`src/rtl/pp_pkg.sv`:
```
package pp_pkg;
  localparam logic [1:0] SYM_IDLE = 2'b00;
  localparam logic [1:0] SYM_POS  = 2'b01;
  localparam logic [1:0] SYM_NEG  = 2'b11;

  typedef enum logic [1:0] {W_NONE, W_SHORT, W_MID, W_LONG} width_e;

  typedef enum logic [2:0] {
    EV_NONE     = 3'd0,
    EV_CS_FALL  = 3'd1,
    EV_CS_RISE  = 3'd2,
    EV_SDI_ONE  = 3'd3,
    EV_SDI_ZERO = 3'd4,
    EV_SDO_LOW  = 3'd5
  } evt_e;

  // idle for any code that is not a legal polarity
  function automatic logic [1:0] norm_sym(input logic [1:0] s);
    return (s == SYM_POS || s == SYM_NEG) ? s : SYM_IDLE;
  endfunction

  function automatic logic [1:0] opposite(input logic [1:0] s);
    return (s == SYM_POS) ? SYM_NEG : SYM_POS;
  endfunction

  // length within nominal +/- tol, done without negative numbers
  function automatic logic in_win(input int unsigned len, input int unsigned nom,
                                  input int unsigned tol);
    return (len + tol >= nom) && (len <= nom + tol);
  endfunction

  function automatic evt_e evt_of(input width_e cls, input logic neg_first);
    case (cls)
      W_LONG:  return neg_first ? EV_CS_FALL : EV_CS_RISE;
      W_MID:   return neg_first ? EV_SDI_ZERO : EV_SDI_ONE;
      W_SHORT: return EV_SDO_LOW;
      default: return EV_NONE;
    endcase
  endfunction
endpackage

```
`src/rtl/pp_run_meter.sv`:
```
module pp_run_meter #(
  parameter int CNT_MAX = 10,
  localparam int CNT_W = $clog2(CNT_MAX + 1)
) (
  input  logic             clk,
  input  logic             rst_n,
  input  logic [1:0]       sym_i,
  output logic             run_end_o,
  output logic [1:0]       run_sym_o,
  output logic [CNT_W-1:0] run_len_o
);
  localparam logic [CNT_W-1:0] LIM = CNT_W'(CNT_MAX);

  logic [1:0]       cur_q;
  logic [CNT_W-1:0] cnt_q;

  always_ff @(posedge clk) begin
    if (!rst_n) begin
      cur_q <= pp_pkg::SYM_IDLE;
      cnt_q <= LIM;
    end else if (sym_i != cur_q) begin
      cur_q <= sym_i;
      cnt_q <= CNT_W'(1);
    end else if (cnt_q != LIM) begin
      cnt_q <= cnt_q + CNT_W'(1);
    end
  end

  // a run closes on the first sample of a different symbol
  assign run_end_o = (sym_i != cur_q);
  assign run_sym_o = cur_q;
  assign run_len_o = cnt_q;
endmodule

```
`src/rtl/pp_width_class.sv`:
```
module pp_width_class #(
  parameter int SHORT_HALF = 2,
  parameter int MID_HALF   = 5,
  parameter int LONG_HALF  = 8,
  parameter int HALF_TOL   = 1,
  parameter int CNT_W      = 4
) (
  input  logic [CNT_W-1:0] len_i,
  output pp_pkg::width_e   cls_o
);
  localparam int N_CLS = 3;
  localparam int NOMS [N_CLS] = '{SHORT_HALF, MID_HALF, LONG_HALF};

  logic [N_CLS-1:0] hit;

  for (genvar g = 0; g < N_CLS; g++) begin : g_win
    assign hit[g] = pp_pkg::in_win(32'(len_i), NOMS[g], HALF_TOL);
  end

  always_comb begin
    cls_o = pp_pkg::W_NONE;
    if (hit[0])      cls_o = pp_pkg::W_SHORT;
    else if (hit[1]) cls_o = pp_pkg::W_MID;
    else if (hit[2]) cls_o = pp_pkg::W_LONG;
  end
endmodule

```
`src/rtl/pp_pair_seq.sv`:
```
module pp_pair_seq (
  input  logic           clk,
  input  logic           rst_n,
  input  logic           run_end_i,
  input  logic [1:0]     run_sym_i,
  input  pp_pkg::width_e run_cls_i,
  input  logic [1:0]     next_sym_i,
  output logic           pair_ok_o,
  output logic           pair_bad_o,
  output pp_pkg::evt_e   evt_o
);
  import pp_pkg::*;

  logic   have_first_q;
  logic   first_neg_q;
  width_e first_cls_q;
  logic   first_good;

  // a first half is kept only if it fits a class and flips straight over
  assign first_good = (run_sym_i != SYM_IDLE) && (run_cls_i != W_NONE) &&
                      (next_sym_i == opposite(run_sym_i));

  always_comb begin
    pair_ok_o  = 1'b0;
    pair_bad_o = 1'b0;
    evt_o      = EV_NONE;
    if (run_end_i) begin
      if (have_first_q) begin
        if (run_cls_i == first_cls_q) begin
          pair_ok_o = 1'b1;
          evt_o     = evt_of(first_cls_q, first_neg_q);
        end else begin
          pair_bad_o = 1'b1;
        end
      end else if (run_sym_i != SYM_IDLE && !first_good) begin
        pair_bad_o = 1'b1;
      end
    end
  end

  always_ff @(posedge clk) begin
    if (!rst_n) begin
      have_first_q <= 1'b0;
      first_neg_q  <= 1'b0;
      first_cls_q  <= W_NONE;
    end else if (run_end_i) begin
      if (have_first_q) begin
        have_first_q <= 1'b0;
      end else if (first_good) begin
        have_first_q <= 1'b1;
        first_neg_q  <= (run_sym_i == SYM_NEG);
        first_cls_q  <= run_cls_i;
      end
    end
  end
endmodule

```
`src/rtl/pp_line_rebuild.sv`:
```
module pp_line_rebuild #(
  parameter int SDO_HOLD = 40,
  localparam int TMR_W = $clog2(SDO_HOLD + 1)
) (
  input  logic         clk,
  input  logic         rst_n,
  input  logic         pair_ok_i,
  input  logic         pair_bad_i,
  input  pp_pkg::evt_e evt_i,
  output logic         evt_valid_o,
  output pp_pkg::evt_e evt_code_o,
  output logic         err_o,
  output logic         cs_o,
  output logic         sdi_o,
  output logic         sdo_o
);
  import pp_pkg::*;

  logic [TMR_W-1:0] tmr_q;
  evt_e             acc;

  assign acc = pair_ok_i ? evt_i : EV_NONE;

  always_ff @(posedge clk) begin
    if (!rst_n) begin
      evt_valid_o <= 1'b0;
      evt_code_o  <= EV_NONE;
      err_o       <= 1'b0;
      cs_o        <= 1'b1;
      sdi_o       <= 1'b1;
    end else begin
      evt_valid_o <= pair_ok_i;
      evt_code_o  <= acc;
      err_o       <= pair_bad_i;
      case (acc)
        EV_CS_FALL:  cs_o  <= 1'b0;
        EV_CS_RISE:  cs_o  <= 1'b1;
        EV_SDI_ONE:  sdi_o <= 1'b1;
        EV_SDI_ZERO: sdi_o <= 1'b0;
        default: ;
      endcase
    end
  end

  // data-out line: low for SDO_HOLD cycles after each short pair
  always_ff @(posedge clk) begin
    if (!rst_n) begin
      sdo_o <= 1'b1;
      tmr_q <= '0;
    end else if (acc == EV_SDO_LOW) begin
      sdo_o <= 1'b0;
      tmr_q <= TMR_W'(SDO_HOLD);
    end else if (tmr_q > TMR_W'(1)) begin
      tmr_q <= tmr_q - TMR_W'(1);
    end else if (tmr_q == TMR_W'(1)) begin
      tmr_q <= '0;
      sdo_o <= 1'b1;
    end
  end
endmodule

```
`src/rtl/pp_pair_decoder.sv`:
```
module pp_pair_decoder #(
  parameter int SHORT_HALF = 2,
  parameter int MID_HALF   = 5,
  parameter int LONG_HALF  = 8,
  parameter int HALF_TOL   = 1,
  parameter int SDO_HOLD   = 40
) (
  input  logic       clk,
  input  logic       rst_n,
  input  logic [1:0] sym_i,
  output logic       evt_valid_o,
  output logic [2:0] evt_code_o,
  output logic       err_o,
  output logic       cs_o,
  output logic       sdi_o,
  output logic       sdo_o
);
  localparam int CNT_MAX = LONG_HALF + HALF_TOL + 1;
  localparam int CNT_W   = $clog2(CNT_MAX + 1);

  logic [1:0]       sym_n;
  logic             run_end;
  logic [1:0]       run_sym;
  logic [CNT_W-1:0] run_len;
  pp_pkg::width_e   run_cls;
  logic             pair_ok;
  logic             pair_bad;
  pp_pkg::evt_e     pair_evt;
  pp_pkg::evt_e     code_q;

  assign sym_n = pp_pkg::norm_sym(sym_i);

  pp_run_meter #(.CNT_MAX(CNT_MAX)) u_meter (
    .clk(clk), .rst_n(rst_n), .sym_i(sym_n),
    .run_end_o(run_end), .run_sym_o(run_sym), .run_len_o(run_len)
  );

  pp_width_class #(
    .SHORT_HALF(SHORT_HALF), .MID_HALF(MID_HALF), .LONG_HALF(LONG_HALF),
    .HALF_TOL(HALF_TOL), .CNT_W(CNT_W)
  ) u_class (
    .len_i(run_len), .cls_o(run_cls)
  );

  pp_pair_seq u_seq (
    .clk(clk), .rst_n(rst_n), .run_end_i(run_end), .run_sym_i(run_sym),
    .run_cls_i(run_cls), .next_sym_i(sym_n),
    .pair_ok_o(pair_ok), .pair_bad_o(pair_bad), .evt_o(pair_evt)
  );

  pp_line_rebuild #(.SDO_HOLD(SDO_HOLD)) u_lines (
    .clk(clk), .rst_n(rst_n), .pair_ok_i(pair_ok), .pair_bad_i(pair_bad),
    .evt_i(pair_evt), .evt_valid_o(evt_valid_o), .evt_code_o(code_q),
    .err_o(err_o), .cs_o(cs_o), .sdi_o(sdi_o), .sdo_o(sdo_o)
  );

  assign evt_code_o = code_q;
endmodule

```
`config.mk`:
```
export PLATFORM = sky130hd
export DESIGN_NAME = pp_pair_decoder
export DESIGN_NICKNAME = d
export VERILOG_FILES = /design/src/rtl/pp_pkg.sv /design/src/rtl/pp_run_meter.sv /design/src/rtl/pp_width_class.sv /design/src/rtl/pp_pair_seq.sv /design/src/rtl/pp_line_rebuild.sv /design/src/rtl/pp_pair_decoder.sv
export SDC_FILE = /design/constraint.sdc
export NUM_CORES = 1
export LEC_CHECK = 0
export ABC_AREA = 1
export CAP_MARGIN = 10
export CORE_MARGIN = 5
export CORE_UTILIZATION = 45
export CTS_BUF_LIST = sky130_fd_sc_hd__clkbuf_8 sky130_fd_sc_hd__clkbuf_16
export CTS_CLUSTER_DIAMETER = 120
export DETAILED_ROUTE_END_ITERATION = 10
export PLACE_DENSITY_LB_ADDON = 0.05
export SYNTH_ARGS = -nofsm -noshare
export SYNTH_HDL_FRONTEND = slang
export SYNTH_SLANG_ARGS = --single-unit
```
`constraint.sdc`:
```
create_clock -name clk -period 4.96 [get_ports clk]
set_input_delay 0.992 -clock clk [delete_from_list [all_inputs] [get_ports clk]]
set_output_delay 0.992 -clock clk [all_outputs]
set_load 0.02 [all_outputs]
```
==> metrics.md, run 1 <==
| Metric | Value |
|---|---|
| Via-per-instance ratio | `4.788` |
| DP Wirelength | `2.083 mm` |
| Routability Congestion | `0.8526` |
| CP max stage delay | `0.45 ns` |
| Clock sinks | `24` |
| RSZ-0062 raised after global routing | `false` |
| Warnings, synthesis | `0` |
| CP Cell Sequence | `clkdlybuf4s50_1 -> inv_1 -> nor2_1 -> nor4_2 -> inv_1 -> nand3_1 -> nor2_1 -> nor2_1 -> nand2_1` |
| Die Span X | `65.86 um` |
| Via count | `1221` |
| Leakage | `0.7470 nW` |
| Largest net degree at the start of global routing | `15` |
| Count leader, synth | `nand2_1` |
| Ant. Diodes | `0` |
| Clock Skew | `0.006495 ns` |
| Hold WS | `0.4692 ns` |
| Port Buf Inserts | `11` |
| CP Capture Type | `flip-flop` |
| Wire per inst | `10.22 um` |
| Hold Vio Cnt, Final | `0` |
| FF+latch count, synth | `24` |
| Crit Path Class | `input pin to flip-flop` |
| Synth area leader | `dfxtp_1` |
| CP max-delay cell | `clkdlybuf4s50_1` |
| Hold WC Path Type | `flip-flop to flip-flop` |
| Post-synth top flop | `dfxtp_1` |
| Most frequent CP cell | `nor2_1` |
| Initial antenna violation count | `0` |
| Synth top area share | `34.22%` |
| Nets | `223` |
| Status | `complete, no violations` |
| Multi-input logic area | `779.5 um^2` |
| First DRT Iteration DRCs | `35` |
| Slew @ Worst Pin | `0.4364 ns` |
| Power Density | `399.7 nW/um^2` |
| DRT antenna net count | `0` |
| Path length in cells of the critical path | `9` |
| Synth area leaders | `dfxtp_1, nand2_1, inv_1, nor2_1, nand3_1` |
| Cell row count | `20` |
| CP top delay family | `simple AND/OR/NAND/NOR gates` |
| Final WS setup | `2.539 ns` |
| CTS tree | `done` |
| Post-CTS setup buffer count | `0` |
| Max FO, Critical Path | `7` |
| Placed instance area | `1549 um^2` |
| Post-CTS sizing | `0` |
| Minimum clock period | `2.421 ns` |
| Worst-skew pair later-pin latency | `0.27 ns` |
| Post-Syn Nets | `210` |
| Asr flop ratio synth | `0%` |
| Vias in the first global route | `1154` |
| Count of cell types in the netlist | `28` |
| WP data required | `5.13 ns` |
| CP startpoint kind | `input pin` |
| Fillers | `303` |
| Final Cycle Share | `48.80%` |
| Place WS | `2.249 ns` |
| Initial Util | `46.36%` |
| Clock transition at path regs | `0.08 ns` |
| Power Total | `0.6477 mW` |
| Slew HR | `70.81%` |
| CTS H-tree depth | `1` |
| First-pass GRT wire length | `4.809 mm` |
| Most frequent cells after synthesis | `nand2_1, inv_1, nor2_1, dfxtp_1, nand3_1` |
| Core ar. | `3028 um^2` |
| R2R cell count | `12` |
| Top Ports | `12` |
| Worst reg2reg setup slack | `2.92 ns` |
| WHS Path Cells | `2` |
| Die area | `4337 um^2` |
| EDFF count, synth | `0` |
| CTS Buf Count | `3` |
| GR Overflow Total | `0` |
| Final slew viol count | `0` |
| Register Area | `480.5 um^2` |
| Routed wire length | `2.607 mm` |
| CP arrival | `2.59 ns` |
| Max Cap Viol | `0` |
| Design area | `1620 um^2` |
| Die H | `65.86 um` |
| Fmax | `413.1 MHz` |
| Bufs on Longest Clock Path | `2` |
| Post-synthesis sequential area ratio | `34.22%` |
| WP buf/inv | `3` |
| Mapped cell area | `1404 um^2` |
| Synth Instances | `199` |
| Syn_area_per_cell | `7.055 um^2` |
| Share of cells above drive strength 1 | `11.37%` |
| First-pass iteration count of the detailed router | `4` |
| Worst VDD drop | `0.1555 mV` |
| CTS Root Cell | `clkbuf_8` |
| CTS Hold Buffers Added | `0` |
| Endpoints failing setup | `0` |
| Area growth, synth to finish | `15.42%` |
| Setup TNS | `0 ns` |
| DRC Markers | `0` |
| Gr usage total | `13.93%` |
## path summary, 6_finish.rpt
check / startpoint / end
max: sym_i[0] / u_lines.cs_o
min: u_lines.cs_o / u_lines.cs_o
max reg2reg: u_meter.run_len_o[0] / u_lines.sdo_o
min reg2reg: u_lines.cs_o / u_lines.cs_o
## placed cells by master (no fill, tap or decap)
| master | count |
|---|---|
| a21oi_1 | 9 |
| a21oi_2 | 1 |
| a31oi_1 | 1 |
| bufinv_16 | 1 |
| clkbuf_8 | 3 |
| clkdlybuf4s50_1 | 11 |
| clkinv_1 | 1 |
| dfxtp_1 | 24 |
| ha_1 | 7 |
| inv_1 | 30 |
| inv_2 | 2 |
| nand2_1 | 36 |
| nand2_2 | 6 |
| nand2_4 | 2 |
| nand3_1 | 19 |
| nand3_2 | 3 |
| nand3_4 | 2 |
| nand4_1 | 4 |
| nor2_1 | 26 |
| nor2_8 | 1 |
| nor3_1 | 5 |
| nor4_1 | 1 |
| nor4_2 | 2 |
| o21ai_0 | 10 |
| o21ai_1 | 1 |
| o31ai_1 | 1 |
| or2_2 | 1 |
| xnor2_1 | 1 |
## layout make-up
cell class                      instances  share of cell area, %
Multi-Input combinational cell        139                  48.11
Sequential cell                        24                  29.65
Inverter                               33                  7.645
Timing Repair Buffer                   11                  6.795
Tap cell                               44                  3.398
Clock buffer                            3                  2.548
Clock inverter                          1                  1.853
## power by group
part / switching, mW / internal (mW)
clock network: 0.0605 / 0.108
logic: 0.146 / 0.0902
registers: 0.0261 / 0.217
## routing by layer
| metal | track usage (%) | wire (um) | part of all wire [%] | vias to the layer above |
|---|---|---|---|---|
| li1 | - | - | - | 663 |
| met2 | 24.16 | 1259 | 48 | 21 |
| met3 | 2.551 | 90 | 3.5 | 5 |
| met5 | 0 | 0 | 0 | - |
| met1 | 17.17 | 1219 | 47 | 532 |
| met4 | 4.663 | 38 | 1.5 | 0 |
## sequential cells by signal, indices dropped and copies added (netlist names)
name and cells:
u_lines.cs_o 1, u_lines.err_o 1, u_lines.evt_code_o 3, u_lines.evt_valid_o 1, u_lines.sdi_o 1, u_lines.sdo_o 1
u_lines.tmr_q 6, u_meter.run_len_o 4, u_meter.run_sym_o 2, u_seq.first_cls_q 2, u_seq.first_neg_q 1, u_seq.have_first_q 1
## tightest hold or removal path: cells and delay by family, from the launching register on
kind	cells	cell delay (ns)
DFF	1	0.31
AOI/OAI and AO/OA	1	0.07
and+or+nand+nor	1	0.05
## logic make-up (layout without fill, tap and decap cells)
group | count (synthesis) | in the layout | synth area share (%)
flip-flops | 24 | 24 | 34.22
AO/OA/AOI/OAI | 23 | 23 | 8.735
buffers and inverters | 36 | 48 | 10.25
AND/OR/NAND/NOR | 108 | 108 | 39.93
adder cells (fa/ha/maj) | 7 | 7 | 6.239
XOR/XNOR | 1 | 1 | 0.6240
## through the flow
| step | util [%] | instances |
|---|---|---|
| global route | 53.51 | 255 |
| detailed placement | 51.16 | 251 |
| finish | 53.51 | 255 |
| global placement | 51.16 | 251 |
| CTS | 53.51 | 255 |
| floorplan | - | 199 |
(Power assumes the default switching activity.)
==> inputs of run 2 (changes only) <==
Clock period 4.96 ns to 2.2 ns, I/O delays scaled along.
==> run 2 against run 1 <==
Net effect: die area unchanged; critical path depth increased by 3; register-to-register slack got worse by 2.6 ns; hold slack improved by 0.00079 ns; first-iteration DRC count increased to 2.7 times the previous value; final cell count increased by 1.6%; combinational power increased by 130%; cell area increased by 1.9%.
==> metrics.md, run 2 (same netlist as run 1, synthesis figures left out) <==
| Metric | Value |
|---|---|
| Area growth, synth to finish | `17.56%` |
| Post-CTS sizing | `0 (unchanged)` |
| Final slew viol count | `0 (unchanged)` |
| Max FFs per register | `6 (unchanged)` |
| Power Density | `891.2 nW/um^2 (+120%)` |
| Setup TNS | `0 ns (unchanged)` |
| Clock Skew | `0.003390 ns (-0.003104 ns)` |
| Endpoint, Worst Hold | `u_lines.cs_o` |
| Max FO, Critical Path | `5 (-2)` |
| CP startpoint kind | `flip-flop` |
| Design area | `1650 um^2 (+1.9%)` |
| Port Buf Inserts | `11 (unchanged)` |
| Gr usage total | `14.53% (+0.60 points)` |
| R2R cell count | `12 (unchanged)` |
| Most common cell after layout, fill and taps aside | `nand2_1` |
| Initial antenna violation count | `0 (unchanged)` |
| Post-CTS setup buffer count | `0 (unchanged)` |
| Leakage | `0.7665 nW (+2.6%)` |
| Ant. Diodes | `0 (unchanged)` |
| CP arrival | `2.08 ns (-0.51 ns)` |
| Placed Cells incl. Taps | `255 (+1.6%)` |
| Worst VDD drop | `0.3076 mV (+98%)` |
| Fmax | `521.6 MHz` |
| Most frequent cells in the layout | `nand2_1, inv_1, nor2_1` |
| Worst R2R Start | `u_meter.run_len_o[0]` |
| Worst reg2reg setup slack | `0.28 ns (-2.64 ns)` |
| First-pass iteration count of the detailed router | `4 (unchanged)` |
| Status | `complete, no violations` |
| Nets | `227 (+1.8%)` |
| Most flops, register | `u_lines.tmr_q` |
| CP Capture Type | `flip-flop` |
| Placed instance area | `1579 um^2 (+1.9%)` |
| Routed wire length | `2.664 mm (+2.2%)` |
| Slew @ Worst Pin | `0.3963 ns (-0.04015 ns)` |
| Top Ports | `12 (unchanged)` |
| Bufs on Longest Clock Path | `2 (unchanged)` |
| CTS Buf Count | `3 (unchanged)` |
| Largest net degree at the start of global routing | `15 (unchanged)` |
| CTS H-tree depth | `1 (unchanged)` |
| Vias in the first global route | `1232 (+6.8%)` |
| Initial Util | `46.36% (unchanged)` |
| Core ar. | `3028 um^2 (unchanged)` |
| Fillers | `314 (+3.6%)` |
| DP Wirelength | `2.132 mm (+2.3%)` |
| DRC Markers | `0 (unchanged)` |
| WHS Path Cells | `2 (unchanged)` |
| Via-per-instance ratio | `4.865 (+1.6%)` |
| WP data required | `2.36 ns (-2.77 ns)` |
| CTS Root Cell | `clkbuf_8` |
| Routability Congestion | `0.8521 (about the same)` |
| CTS tree | `done` |
| Worst-skew pair later-pin latency | `0.26 ns (about the same)` |
| Via count | `1260 (+3.2%)` |
| Slew HR | `73.30% (+2.5 points)` |
| Final Cycle Share | `87.15%` |
| Post-route non-filler standard cell count | `259 (+1.6%)` |
| Wire per inst | `10.29 um (+0.61%)` |
| Reg-to-Reg End | `u_lines.tmr_q[0]` |
| Max Cap Viol | `0 (unchanged)` |
| Hold path start | `u_lines.cs_o` |
| Util after Layout | `54.50% (+0.99 points)` |
| GR Overflow Total | `0 (unchanged)` |
| First DRT Iteration DRCs | `94 (+170%)` |
| Die H | `65.86 um (unchanged)` |
| Hold WC Path Type | `flip-flop to flip-flop` |
| CP Cell Sequence | `inv_1 -> ha_1 -> a21oi_2 -> nand3_2 -> nand2_4 -> nand2_2 -> nand2_4 -> nand3_4 -> nor2_8 -> nand3_4 -> nand2_2 -> nor2_1` |
| First-pass GRT wire length | `5.009 mm (+4.2%)` |
| Cell row count | `20 (unchanged)` |
| Hold Vio Cnt, Final | `0 (unchanged)` |
| Clock transition at path regs | `0.09 ns (about the same)` |
| RSZ-0062 raised after global routing | `false` |
| DRT antenna net count | `0 (unchanged)` |
| Minimum clock period | `1.917 ns` |
| Clock sinks | `24 (unchanged)` |
| Endpoints failing setup | `0 (unchanged)` |
| Die Span X | `65.86 um (unchanged)` |
| Share of cells above drive strength 1 | `13.02% (+1.6 points)` |
| CP max-delay cell | `dfxtp_1` |
| Die area | `4337 um^2 (unchanged)` |
| Crit Path Class | `flip-flop to flip-flop` |
| CP max stage delay | `0.39 ns (-0.06 ns)` |
| Power Total | `1.471 mW (+130%)` |
| CTS Hold Buffers Added | `0 (unchanged)` |
[run 2: layout make-up]
cell class / count / area, um^2 / area share, %
Multi-Input combinational cell: 139 / 779.5 / 47.23
Clock inverter: 1 / 30.03 / 1.820
Tap cell: 44 / 55.05 / 3.336
Clock buffer: 3 / 41.29 / 2.502
Inverter: 33 / 123.9 / 7.506
Sequential cell: 24 / 480.5 / 29.11
Timing Repair Buffer: 15 / 140.1 / 8.491
[run 2: through the flow]
stage | hold slack [ns] | worst slack (ns)
after global placement | 0.4453 | 0.2020
final | 0.4700 | 0.2827
after floorplan | 0.4712 | 0.3834
after global routing | 0.5142 | 0.1086
after CTS | 0.4760 | 0.2676
after detailed placement | 0.4526 | 0.1001
[run 2: worst max-delay path by stage]
stage	end	cells past startpoint	from	slack, ns
final	u_lines.tmr_q[0]	12	u_meter.run_len_o[0]	0.28
after detailed placement	u_seq.first_neg_q	9	sym_i[0]	0.10
after floorplan	u_lines.sdo_o	12	u_meter.run_len_o[0]	0.38
after global routing	u_lines.sdi_o	12	u_meter.run_len_o[0]	0.11
after global placement	u_seq.first_neg_q	9	sym_i[0]	0.20
after CTS	u_lines.tmr_q[0]	12	u_meter.run_len_o[0]	0.27
[run 2: worst max-delay path: cells and delay by family (launching register included)]
kind | cells | cell delay, ns
AND/OR/NAND/NOR | 9 | 0.87
adder cells (fa/ha/maj) | 1 | 0.32
flip-flops | 1 | 0.39
buffers and inverters | 1 | 0.10
AO/OA/AOI/OAI | 1 | 0.12
[run 2: metal layers]
metal / routed length [um] / vias to the layer above / track usage [%]
met2: 1286 / 26 / 25.78
li1: - / 670 / -
met5: 0 / - / 0
met1: 1247 / 560 / 17.57
met4: 34 / 0 / 5.440
met3: 97 / 4 / 2.041
[run 2: where the power goes]
group	switching [mW]	internal, mW
sequential	0.0501	0.490
clock	0.138	0.243
combinational	0.337	0.212
total	0.525	0.946
==> inputs of run 3 (changes only) <==
Clock period 2.2 ns to 1.7 ns, I/O delays scaled along.
==> run 3 against run 2 <==
Net effect: the flow now finishes with violations (setup timing); global-route usage is 1.3 points higher; register-to-register slack worse by 0.39 ns; power grew 41%; cell area grew 20%; hold slack improved by 0.0046 ns; first-iteration DRC count fell by 51%; largest power group unchanged; highest routed layer unchanged.
==> metrics.md, run 3 (same netlist as run 1, synthesis figures left out) <==
| Metric | Value |
|---|---|
| Endpoints failing setup | `18 (+18)` |
| Clock sinks | `24 (unchanged)` |
| Clock transition at path regs | `0.09 ns (about the same)` |
| Gr usage total | `15.84% (+1.3 points)` |
| CTS Buf Count | `3 (unchanged)` |
| Routed wire length | `3.359 mm (+26%)` |
| RSZ-0062 raised after global routing | `true` |
| CP Capture Type | `flip-flop` |
| Via count | `1368 (+8.6%)` |
| Vias in the first global route | `1292 (+4.9%)` |
| Die H | `65.86 um (unchanged)` |
| Die area | `4337 um^2 (unchanged)` |
| Setup TNS | `-1.271 ns (-1.271 ns)` |
| Leakage | `0.8866 nW (+16%)` |
| Status | `finished, violations left` |
| First DRT Iteration DRCs | `46 (-51%)` |
| Slew HR | `74.36% (+1.1 points)` |
| Routability Congestion | `0.9116 (+7.0%)` |
| CP startpoint kind | `flip-flop` |
| Power Density | `1048 nW/um^2 (+18%)` |
| Final Cycle Share | `106.3% (+19 points)` |
| CTS H-tree depth | `1 (unchanged)` |
| Cell row count | `20 (unchanged)` |
| First-pass GRT wire length | `5.354 mm (+6.9%)` |
| Initial antenna violation count | `0 (unchanged)` |
| Power Total | `2.069 mW (+41%)` |
| CP arrival | `1.97 ns (-0.11 ns)` |
| Sequential share of power | `35.0% (-1.7 points)` |
| Most common cell after layout, fill and taps aside | `nand2_1` |
| Largest net degree at the start of global routing | `15 (unchanged)` |
| Top Ports | `12 (unchanged)` |
| Final WS setup | `-0.1077 ns (-0.3903 ns)` |
| Fillers | `262 (-17%)` |
| Net Switching | `0.7975 mW (+52%)` |
| Ant. Diodes | `0 (unchanged)` |
| DRC Markers | `0 (unchanged)` |
| Max FFs per register | `6 (unchanged)` |
| Combinational Power Share | `43.6% (+6.3 points)` |
| Initial Util | `46.36% (unchanged)` |
| Clock Skew | `0.004517 ns (+0.001127 ns)` |
| CTS tree | `done` |
| GR Overflow Total | `0 (unchanged)` |
| Nets | `245 (+7.9%)` |
| Place WS | `-0.2714 ns (-0.3714 ns)` |
| Max Cap Viol | `0 (unchanged)` |
| Crit Path Class | `flip-flop to flip-flop` |
| First-pass iteration count of the detailed router | `4 (unchanged)` |
| Worst-skew pair later-pin latency | `0.27 ns (about the same)` |
| Via-per-instance ratio | `4.939 (+1.5%)` |
| Die Span X | `65.86 um (unchanged)` |
| Clock power frac | `21.4% (-4.5 points)` |
| Port Buf Inserts | `11 (unchanged)` |
| Final slew viol count | `0 (unchanged)` |
| Violated checks | `setup timing` |
| WP data required | `1.87 ns (-0.49 ns)` |
| Bufs on Longest Clock Path | `2 (unchanged)` |
| Slew @ Worst Pin | `0.3817 ns (-0.01456 ns)` |
| Minimum clock period | `1.808 ns (-0.1097 ns)` |
| Hold WC Path Type | `flip-flop to flip-flop` |
| Worst VDD drop | `0.5252 mV (+71%)` |
| Share of cells above drive strength 1 | `34.33% (+21 points)` |
| Most frequent cells in the layout | `nand2_1, nor2_1, inv_1` |
| Hold Vio Cnt, Final | `0 (unchanged)` |
| Wire per inst | `12.13 um (+18%)` |
| Max FO, Critical Path | `5 (unchanged)` |
| Sw Ratio | `38.54% (+2.8 points)` |
| Internal | `1.272 mW (+34%)` |
| Core ar. | `3028 um^2 (unchanged)` |
| DP Wirelength | `2.416 mm (+13%)` |
| Fmax | `553.2 MHz (+6.1%)` |
| CTS Root Cell | `clkbuf_8` |
| Area growth, synth to finish | `40.64%` |
| DRT antenna net count | `0 (unchanged)` |
| Most flops, register | `u_lines.tmr_q` |
run 3: cell types whose count changed in the layout (fill, tap and decap cells not counted), sizes merged:
cell,before,now
buf,4,22
bufinv,1,0
clkbuf,3,4
run 3: final timing paths:
check / startpoint / endpoint / slack [ns] / cells after the start
max: u_meter.run_len_o[1] / u_lines.tmr_q[2] / -0.11 / 14
min: u_lines.cs_o / u_lines.cs_o / 0.47 / 2
max reg2reg: u_meter.run_len_o[1] / u_lines.tmr_q[2] / -0.11 / 14
min reg2reg: u_lines.cs_o / u_lines.cs_o / 0.47 / 2
run 3: worst max-delay path, stage by stage, from the launching register on:
cell and delay [ns]:
dfxtp_4 0.42, buf_6 0.13, nand3_2 0.08, nand2_1 0.10, nand2_2 0.08, nand3_2 0.09
nand2_2 0.06, nand2_2 0.10, nand2_2 0.10, nand2_2 0.08, nand2_4 0.07, nor2_8 0.14
nand3_4 0.11, nand2_4 0.09, nor2_1 0.04
run 3: through the flow:
stage                     utilization, %  instances  hold slack (ns)  area [um^2]
after floorplan                        -        199           0.4335         1409
after global placement             55.79        269           0.4478         1689
after detailed placement           55.79        269           0.4607         1689
after CTS                          60.91        276           0.4820         1844
after global routing               65.21        277           0.5246         1974
final                              65.21        277           0.4746         1974
run 3: final cells by class:
type	instances	area [um^2]	share of cell area, %
clock buffer	4	66.31	3.359
inverter	33	133.9	6.781
multi-input combinational	139	939.7	47.59
sequential	24	489.2	24.78
tap	44	55.05	2.788
timing repair buffer	33	290.3	14.70
run 3: timing repair:
item / 4_1_cts / 5_1_grt
hold buffers: 0 / 0
hold endpoints to repair: 0 / 0
pin swaps: 8 / 24
gates resized for setup: 21 / 32
buffers inserted: 3 / 1
endpoints found under the setup margin: 18 / 19
run 3: metal layers:
metal  global-route usage (%)  vias up  routed length (um)
met1                    17.85      637                1427
li1                         -      707                   -
met3                    2.041        4                  72
met2                    30.04       20                1801
met5                        0        -                   0
met4                    5.440        0                  58
run 3: power groups by stage:
| stage | Clock, mW | Sequential (mW) | Combinational, mW |
|---|---|---|---|
| final | 0.442 | 0.724 | 0.902 |
| after global routing | 0.479 | 0.735 | 1.03 |
| after CTS | 0.456 | 0.715 | 0.823 |
| after detailed placement | 0 | 0.720 | 0.775 |
| after global placement | 0 | 0.714 | 0.739 |
| after floorplan | 0 | 0.705 | 0.582 |
